[src/rtl/pwmf_pkg.sv]
package pwmf_pkg;
  localparam int ADDR_W = 3;
  localparam int NCH = 2;
  localparam logic [ADDR_W-1:0] A_PRD  = 3'd0;
  localparam logic [ADDR_W-1:0] A_CMP0 = 3'd1;
  localparam logic [ADDR_W-1:0] A_OVR  = 3'd3;
  localparam logic [ADDR_W-1:0] A_MODE = 3'd4;
  localparam logic [ADDR_W-1:0] A_CTRL = 3'd5;
  localparam logic [ADDR_W-1:0] A_CLR  = 3'd6;

  typedef enum logic [1:0] {
    RL_ZERO = 2'd0, RL_PRD = 2'd1, RL_BOTH = 2'd2, RL_NOW = 2'd3
  } reload_e;

  // override field applied to an action state: 01 low, 10 high, else pass
  function automatic logic apply_override(input logic [1:0] fld, input logic q);
    case (fld)
      2'b01:   return 1'b0;
      2'b10:   return 1'b1;
      default: return q;
    endcase
  endfunction
endpackage

[src/rtl/pwmf_timebase.sv]
module pwmf_timebase #(
  parameter int CNT_W = 16
) (
  input  logic             clk,
  input  logic             rst,
  input  logic             run,
  input  logic             clr,
  input  logic [CNT_W-1:0] prd,
  output logic [CNT_W-1:0] cnt,
  output logic             up,
  output logic             at_zero,
  output logic             at_prd
);
  function automatic logic [CNT_W-1:0] step_cnt(input logic [CNT_W-1:0] c,
                                                input logic d, input logic [CNT_W-1:0] p);
    if (d) return (c >= p) ? ((p == '0) ? '0 : c - 1'b1) : c + 1'b1;
    return (c == '0) ? ((p == '0) ? '0 : CNT_W'(1)) : c - 1'b1;
  endfunction

  function automatic logic step_dir(input logic [CNT_W-1:0] c,
                                    input logic d, input logic [CNT_W-1:0] p);
    if (d) return !(c >= p);
    return (c == '0);
  endfunction

  always_ff @(posedge clk) begin
    if (rst || clr) begin
      cnt <= '0;
      up  <= 1'b1;
    end else if (run) begin
      cnt <= step_cnt(cnt, up, prd);
      up  <= step_dir(cnt, up, prd);
    end
  end

  assign at_zero = run && (cnt == '0);
  assign at_prd  = run && (cnt == prd);

  AST_DIR_TURN: assert property (@(posedge clk) disable iff (rst)
    (run && !clr && up && cnt >= prd && prd != '0) |=> !up);
endmodule

[src/rtl/pwmf_channel.sv]
module pwmf_channel #(
  parameter int CNT_W = 16
) (
  input  logic             clk,
  input  logic             rst,
  input  logic             wr_shd,
  input  logic [CNT_W-1:0] wr_data,
  input  logic             run,
  input  logic             at_zero,
  input  logic [CNT_W-1:0] cnt,
  input  logic             up,
  output logic             act_q
);
  logic [CNT_W-1:0] shd, act;
  logic             hit;

  assign hit = run && (cnt == act);

  always_ff @(posedge clk) begin
    if (rst) begin
      shd   <= '0;
      act   <= '0;
      act_q <= 1'b0;
    end else begin
      if (wr_shd)  shd <= wr_data;
      if (at_zero) act <= shd;
      if (hit)     act_q <= up;
    end
  end

  AST_SHADOW_HOLD: assert property (@(posedge clk) disable iff (rst)
    !at_zero |=> $stable(act));
  AST_QA_SET: assert property (@(posedge clk) disable iff (rst)
    (run && cnt == act && up) |=> act_q);
endmodule

[src/rtl/pwmf_override.sv]
module pwmf_override
  import pwmf_pkg::*;
#(
  parameter int NCH = 2
) (
  input  logic             clk,
  input  logic             rst,
  input  logic             wr_ovr,
  input  logic             wr_mode,
  input  logic [2*NCH-1:0] wr_data,
  input  logic             at_zero,
  input  logic             at_prd,
  output logic [2*NCH-1:0] ovr_act
);
  logic [2*NCH-1:0] ovr_shd;
  reload_e          mode;
  logic             bound_load;

  always_comb begin
    case (mode)
      RL_ZERO: bound_load = at_zero;
      RL_PRD:  bound_load = at_prd;
      RL_BOTH: bound_load = at_zero || at_prd;
      default: bound_load = 1'b0;
    endcase
  end

  always_ff @(posedge clk) begin
    if (rst) begin
      ovr_shd <= '0;
      ovr_act <= '0;
      mode    <= RL_ZERO;
    end else begin
      if (wr_ovr)  ovr_shd <= wr_data;
      if (wr_mode) mode <= reload_e'(wr_data[1:0]);
      if (wr_ovr && mode == RL_NOW) ovr_act <= wr_data;
      else if (bound_load)          ovr_act <= ovr_shd;
    end
  end

  AST_FORCE_IMM: assert property (@(posedge clk) disable iff (rst)
    (wr_ovr && mode == RL_NOW) |=> (ovr_act == $past(wr_data)));
endmodule

[src/rtl/pwmf_top.sv]
module pwmf_top
  import pwmf_pkg::*;
#(
  parameter int CNT_W = 16
) (
  input  logic             clk,
  input  logic             rst,
  input  logic             wr_en,
  input  logic [2:0]       wr_addr,
  input  logic [CNT_W-1:0] wr_data,
  output logic             pwm_a,
  output logic             pwm_b,
  output logic             ev_zero,
  output logic             ev_prd
);
  localparam int OVR_W = 2 * NCH;

  logic [CNT_W-1:0] prd, cnt;
  logic             run, up, at_zero, at_prd, clr;
  logic [NCH-1:0]   aq;
  logic [OVR_W-1:0] ovr_act;

  always_ff @(posedge clk) begin
    if (rst) begin
      prd <= '0;
      run <= 1'b0;
    end else if (wr_en) begin
      if (wr_addr == A_PRD)  prd <= wr_data;
      if (wr_addr == A_CTRL) run <= wr_data[0];
    end
  end

  assign clr = wr_en && (wr_addr == A_CLR);

  pwmf_timebase #(.CNT_W(CNT_W)) u_tb (
    .clk(clk), .rst(rst), .run(run), .clr(clr), .prd(prd),
    .cnt(cnt), .up(up), .at_zero(at_zero), .at_prd(at_prd)
  );

  for (genvar i = 0; i < NCH; i++) begin : g_ch
    pwmf_channel #(.CNT_W(CNT_W)) u_ch (
      .clk(clk), .rst(rst),
      .wr_shd(wr_en && (wr_addr == A_CMP0 + 3'(i))),
      .wr_data(wr_data), .run(run), .at_zero(at_zero),
      .cnt(cnt), .up(up), .act_q(aq[i])
    );
  end

  pwmf_override #(.NCH(NCH)) u_ovr (
    .clk(clk), .rst(rst),
    .wr_ovr(wr_en && (wr_addr == A_OVR)),
    .wr_mode(wr_en && (wr_addr == A_MODE)),
    .wr_data(wr_data[OVR_W-1:0]),
    .at_zero(at_zero), .at_prd(at_prd), .ovr_act(ovr_act)
  );

  assign pwm_a   = apply_override(ovr_act[1:0], aq[0]);
  assign pwm_b   = apply_override(ovr_act[3:2], aq[1]);
  assign ev_zero = at_zero;
  assign ev_prd  = at_prd;

  AST_EVT_EXCL: assert property (@(posedge clk) disable iff (rst)
    (prd != '0) |-> !(ev_zero && ev_prd));
endmodule

[config.mk]
export PLATFORM = sky130hd
export DESIGN_NAME = pwmf_top
export DESIGN_NICKNAME = d
export VERILOG_FILES = /design/src/rtl/pwmf_pkg.sv /design/src/rtl/pwmf_timebase.sv /design/src/rtl/pwmf_channel.sv /design/src/rtl/pwmf_override.sv /design/src/rtl/pwmf_top.sv
export SDC_FILE = /design/constraint.sdc
export NUM_CORES = 1
export LEC_CHECK = 0
export ABC_AREA = 1
export CAP_MARGIN = 20
export CORE_UTILIZATION = 26
export DETAILED_ROUTE_END_ITERATION = 6
export RECOVER_POWER = 50
export SLEW_MARGIN = 40
export SYNTH_ARGS = -nofsm -noshare
export SYNTH_HDL_FRONTEND = slang
export SYNTH_HIERARCHICAL = 1
export SYNTH_SLANG_ARGS = --single-unit
[constraint.sdc]
create_clock -name clk -period 2.24 [get_ports clk]
set_input_delay 0.336 -clock clk [delete_from_list [all_inputs] [get_ports clk]]
set_output_delay 0.336 -clock clk [all_outputs]
set_load 0.1 [all_outputs]
==> qor.txt <==
Status = finished, final reports clean
Worst setup margin = 0.02948 ns
Met2 Track Usage GR = 25.63%
Beginning of the worst hold path = g_ch[0].u_ch/act[5]
Sequential area share after synthesis = 33.17%
Routed len/inst = 14.27 um
Avg Inst Size Synth = 6.458 sq um
Clock Latency Late Sink = 0.37 ns
Cell area after placement = 0.007498 sq mm
Final setup vio count = 0
Startpoint Class = flip-flop
Tmin final = 2.211 ns
Starting Density = 26.44%
Met3 Track Usage GR = 2.605%
Register bit count reported by yosys = 110
Sum of negative setup slack = 0 ns
Post-DP HPWL = 14.69 mm
Core box area = 0.02511 sq mm
Hold_ws = 0.4690 ns
Clock skew = 0.01475 ns
P per Cell Area = 646.1 mW/mm^2
Row count = 58
Slew HR = 51.33%
Worst Setup SP = prd[12]
Non-Filler Instances = 1412
Synthesized area = 0.006639 sq mm
XOR/XNOR share of the synthesized area = 3.034%
Compound-cell area share of the yosys netlist = 12.25%
Largest net degree at the start of global routing = 34
Global Route Usage Sum = 15.61%
H-Tree Level Count = 3
Drt drc = 0
Post-Place Cells = 1382
Diode count = 0
Global-route wire length before repair = 32.05 mm
Fraction of the mapped netlist area in simple logic gates = 35.83%
TritonCTS Sinks = 110
Adder-cell area share of the yosys netlist = 3.958%
Initial antenna violation count = 0
Busiest layer in global routing = met2
Vias per cell = 4.637
CTS max path bufs = 2
Pins Over Slew Limit = 0
Fin. Hold Viols = 0
Vias in the first global route = 6104
Reg area = 0.002245 sq mm
Router iterations before antenna repair = 5
Required @ worst endpoint = 1.90 ns
Worst-path maximum fanout = 3
CP arrival = 1.87 ns
Ys flop type = dfxtp_1
Mux contribution to synthesized area = 0.3392%
Clock Tree Root = clkbuf_16
Area delta synth->final = 21.67%
Num CTS Buffers = 9
Total gr overflow = 0
Chip width = 161.8 um
Worst IR Drop VDD = 414.4 uV
Final GP Congestion = 0.9539
Post-synth net total = 1071
Routed WL = 20.15 mm
Post-layout util = 32.17%
Worst-margin pin slew = 0.7282 ns
Ys Warns = 6
I/O Buffers = 25
Fill cells = 2747
1st-iter DRT viols = 567
Die area = 0.02618 sq mm
Grt met1 use = 20.56%
Via count = 6547
Post-Place Setup Slack = 0.1965 ns
Critical path class = flip-flop to output pin
Fraction of registers with async set/reset = 0%
Layout cell share with drive strength beyond 1 = 19.13%
Crit-path cells = inv_4 -> ha_4 -> nand2_2 -> nor2_4 -> nand2_2 -> nor3_4 -> buf_12
Pwr Total = 5.219 mW
CTS tree = built
CP Capture Type = output pin
Largest family of logic cells by synthesized area = simple AND/OR/NAND/NOR gates
# nets final = 1120
# hold bufs at CTS = 0
Max-cap violation count = 0
Design Area, Final = 0.008078 sq mm
CP peak stage delay = 0.37 ns
Tcrit/Tclk final = 98.68%
Static leakage = 3.667 nW
Post-synthesis cell type count = 34
Post-synth EDFFs = 0
Cell repeated most along the worst path = nand2_2
Die height = 161.8 um
Cells after Synth = 1028
Critical-path top delay cell = dfxtp_2
I/O pin count = 26
Fmax = 452.4 MHz
HP Class = flip-flop to flip-flop
Final antenna-violating net count = 0
Footprint of the multi-input gates = 0.003892 sq mm
CTS clk-pin slew, worst paths = 0.08 ns
R2R Path Start = u_tb/cnt[6]
final cells by class:
| class | instances | share of cell area (%) |
|---|---|---|
| flip-flops and latches | 110 | 27.79 |
| multi-input cells | 740 | 48.19 |
| clock buffers | 9 | 2.788 |
| inverters | 144 | 6.815 |
| well taps | 330 | 5.112 |
| repair buffers | 72 | 8.024 |
| clock inverters | 7 | 1.286 |
logic make-up (layout without fill, tap and decap cells):
family	Yosys count	in the layout
and+or+nand+nor	537	537
DFF	110	110
AOI/OAI and AO/OA	157	157
buffers and inverters	178	232
xor gates and xnor gates	23	23
muxes	2	2
adders and majority gates	21	21
final timing paths:
check | endpoint | slack [ns] | cells after the start
worst max-delay path | ev_prd | 0.03 | 7
worst min-delay path | g_ch[0].u_ch/act[5] | 0.47 | 2
worst max register to register | u_tb/cnt[11] | 0.17 | 11
worst min register to register | g_ch[0].u_ch/act[5] | 0.47 | 2
flip-flops by register name, summed over array words and instances (netlist names):
name and count:
g_ch.u_ch/act 32, g_ch.u_ch/act_q 2, g_ch.u_ch/shd 32, prd 16, run 1, u_ovr/mode 2, u_ovr/ovr_act 4, u_ovr/ovr_shd 4
u_tb/cnt 16, u_tb/up 1
power breakdown:
part | leakage, nW | switching (mW) | total [mW] | internal (mW)
clock | 0.158 | 0.922 | 1.75 | 0.832
sequential | 0.906 | 0.0642 | 2.09 | 2.03
combinational | 2.60 | 0.878 | 1.37 | 0.495
total | 3.67 | 1.86 | 5.22 | 3.35
cells in the mapped netlist, types with 5 or more instances:
| cell | count | area [sq um] |
|---|---|---|
| ha_1 | 21 | 262.8 |
| inv_1 | 115 | 431.7 |
| a21oi_1 | 54 | 270.3 |
| dfxtp_1 | 110 | 2202 |
| nand2_1 | 197 | 739.5 |
| nand4_1 | 14 | 87.58 |
| nor2_1 | 192 | 720.7 |
| xor2_1 | 10 | 87.58 |
| nor2_2 | 15 | 93.84 |
| nand3_1 | 84 | 420.4 |
| nor2_4 | 13 | 146.4 |
| buf_6 | 5 | 56.30 |
| xnor2_1 | 13 | 113.9 |
| nand2_2 | 11 | 68.82 |
| o21ai_1 | 6 | 30.03 |
| inv_2 | 23 | 86.33 |
| clkinv_1 | 6 | 22.52 |
| clkbuf_1 | 8 | 30.03 |
| buf_2 | 11 | 55.05 |
| o21ai_0 | 91 | 455.4 |
worst max-delay path, delay by kind of cell, from the launching register on:
family                   cells  cell delay (ns)
AND/OR/NAND/NOR              4             0.60
flip-flops                   1             0.37
buffers and inverters        2             0.27
adder cells (fa/ha/maj)      1             0.26
routing by layer:
| metal | share of wire (%) | wire length (um) |
|---|---|---|
| met1 | 47 | 9449 |
| met2 | 46 | 9215 |
| met3 | 4.8 | 968 |
| met4 | 2.6 | 516 |
| met5 | 0 | 0 |
layout by cell type, fill, tap and decap left out, types with 13 or more instances in the layout:
master / n
a21oi_1: 53
buf_4: 44
clkdlybuf4s50_1: 19
dfxtp_1: 84
dfxtp_2: 22
inv_1: 102
inv_2: 31
nand2_1: 191
nand2_2: 17
nand3_1: 78
nand4_1: 14
nor2_1: 187
nor2_2: 18
nor2_4: 15
o21ai_0: 84
o21ai_1: 13
xnor2_1: 13
what timing repair did:
action                     in CTS  in global routing
gates resized for setup         8                 39
setup buffers                   2                 12
pin swaps                       3                 12
gates cloned                    0                  0
setup endpoints to repair       2                  2
No activity file was read; power rests on OpenSTA's default activity.
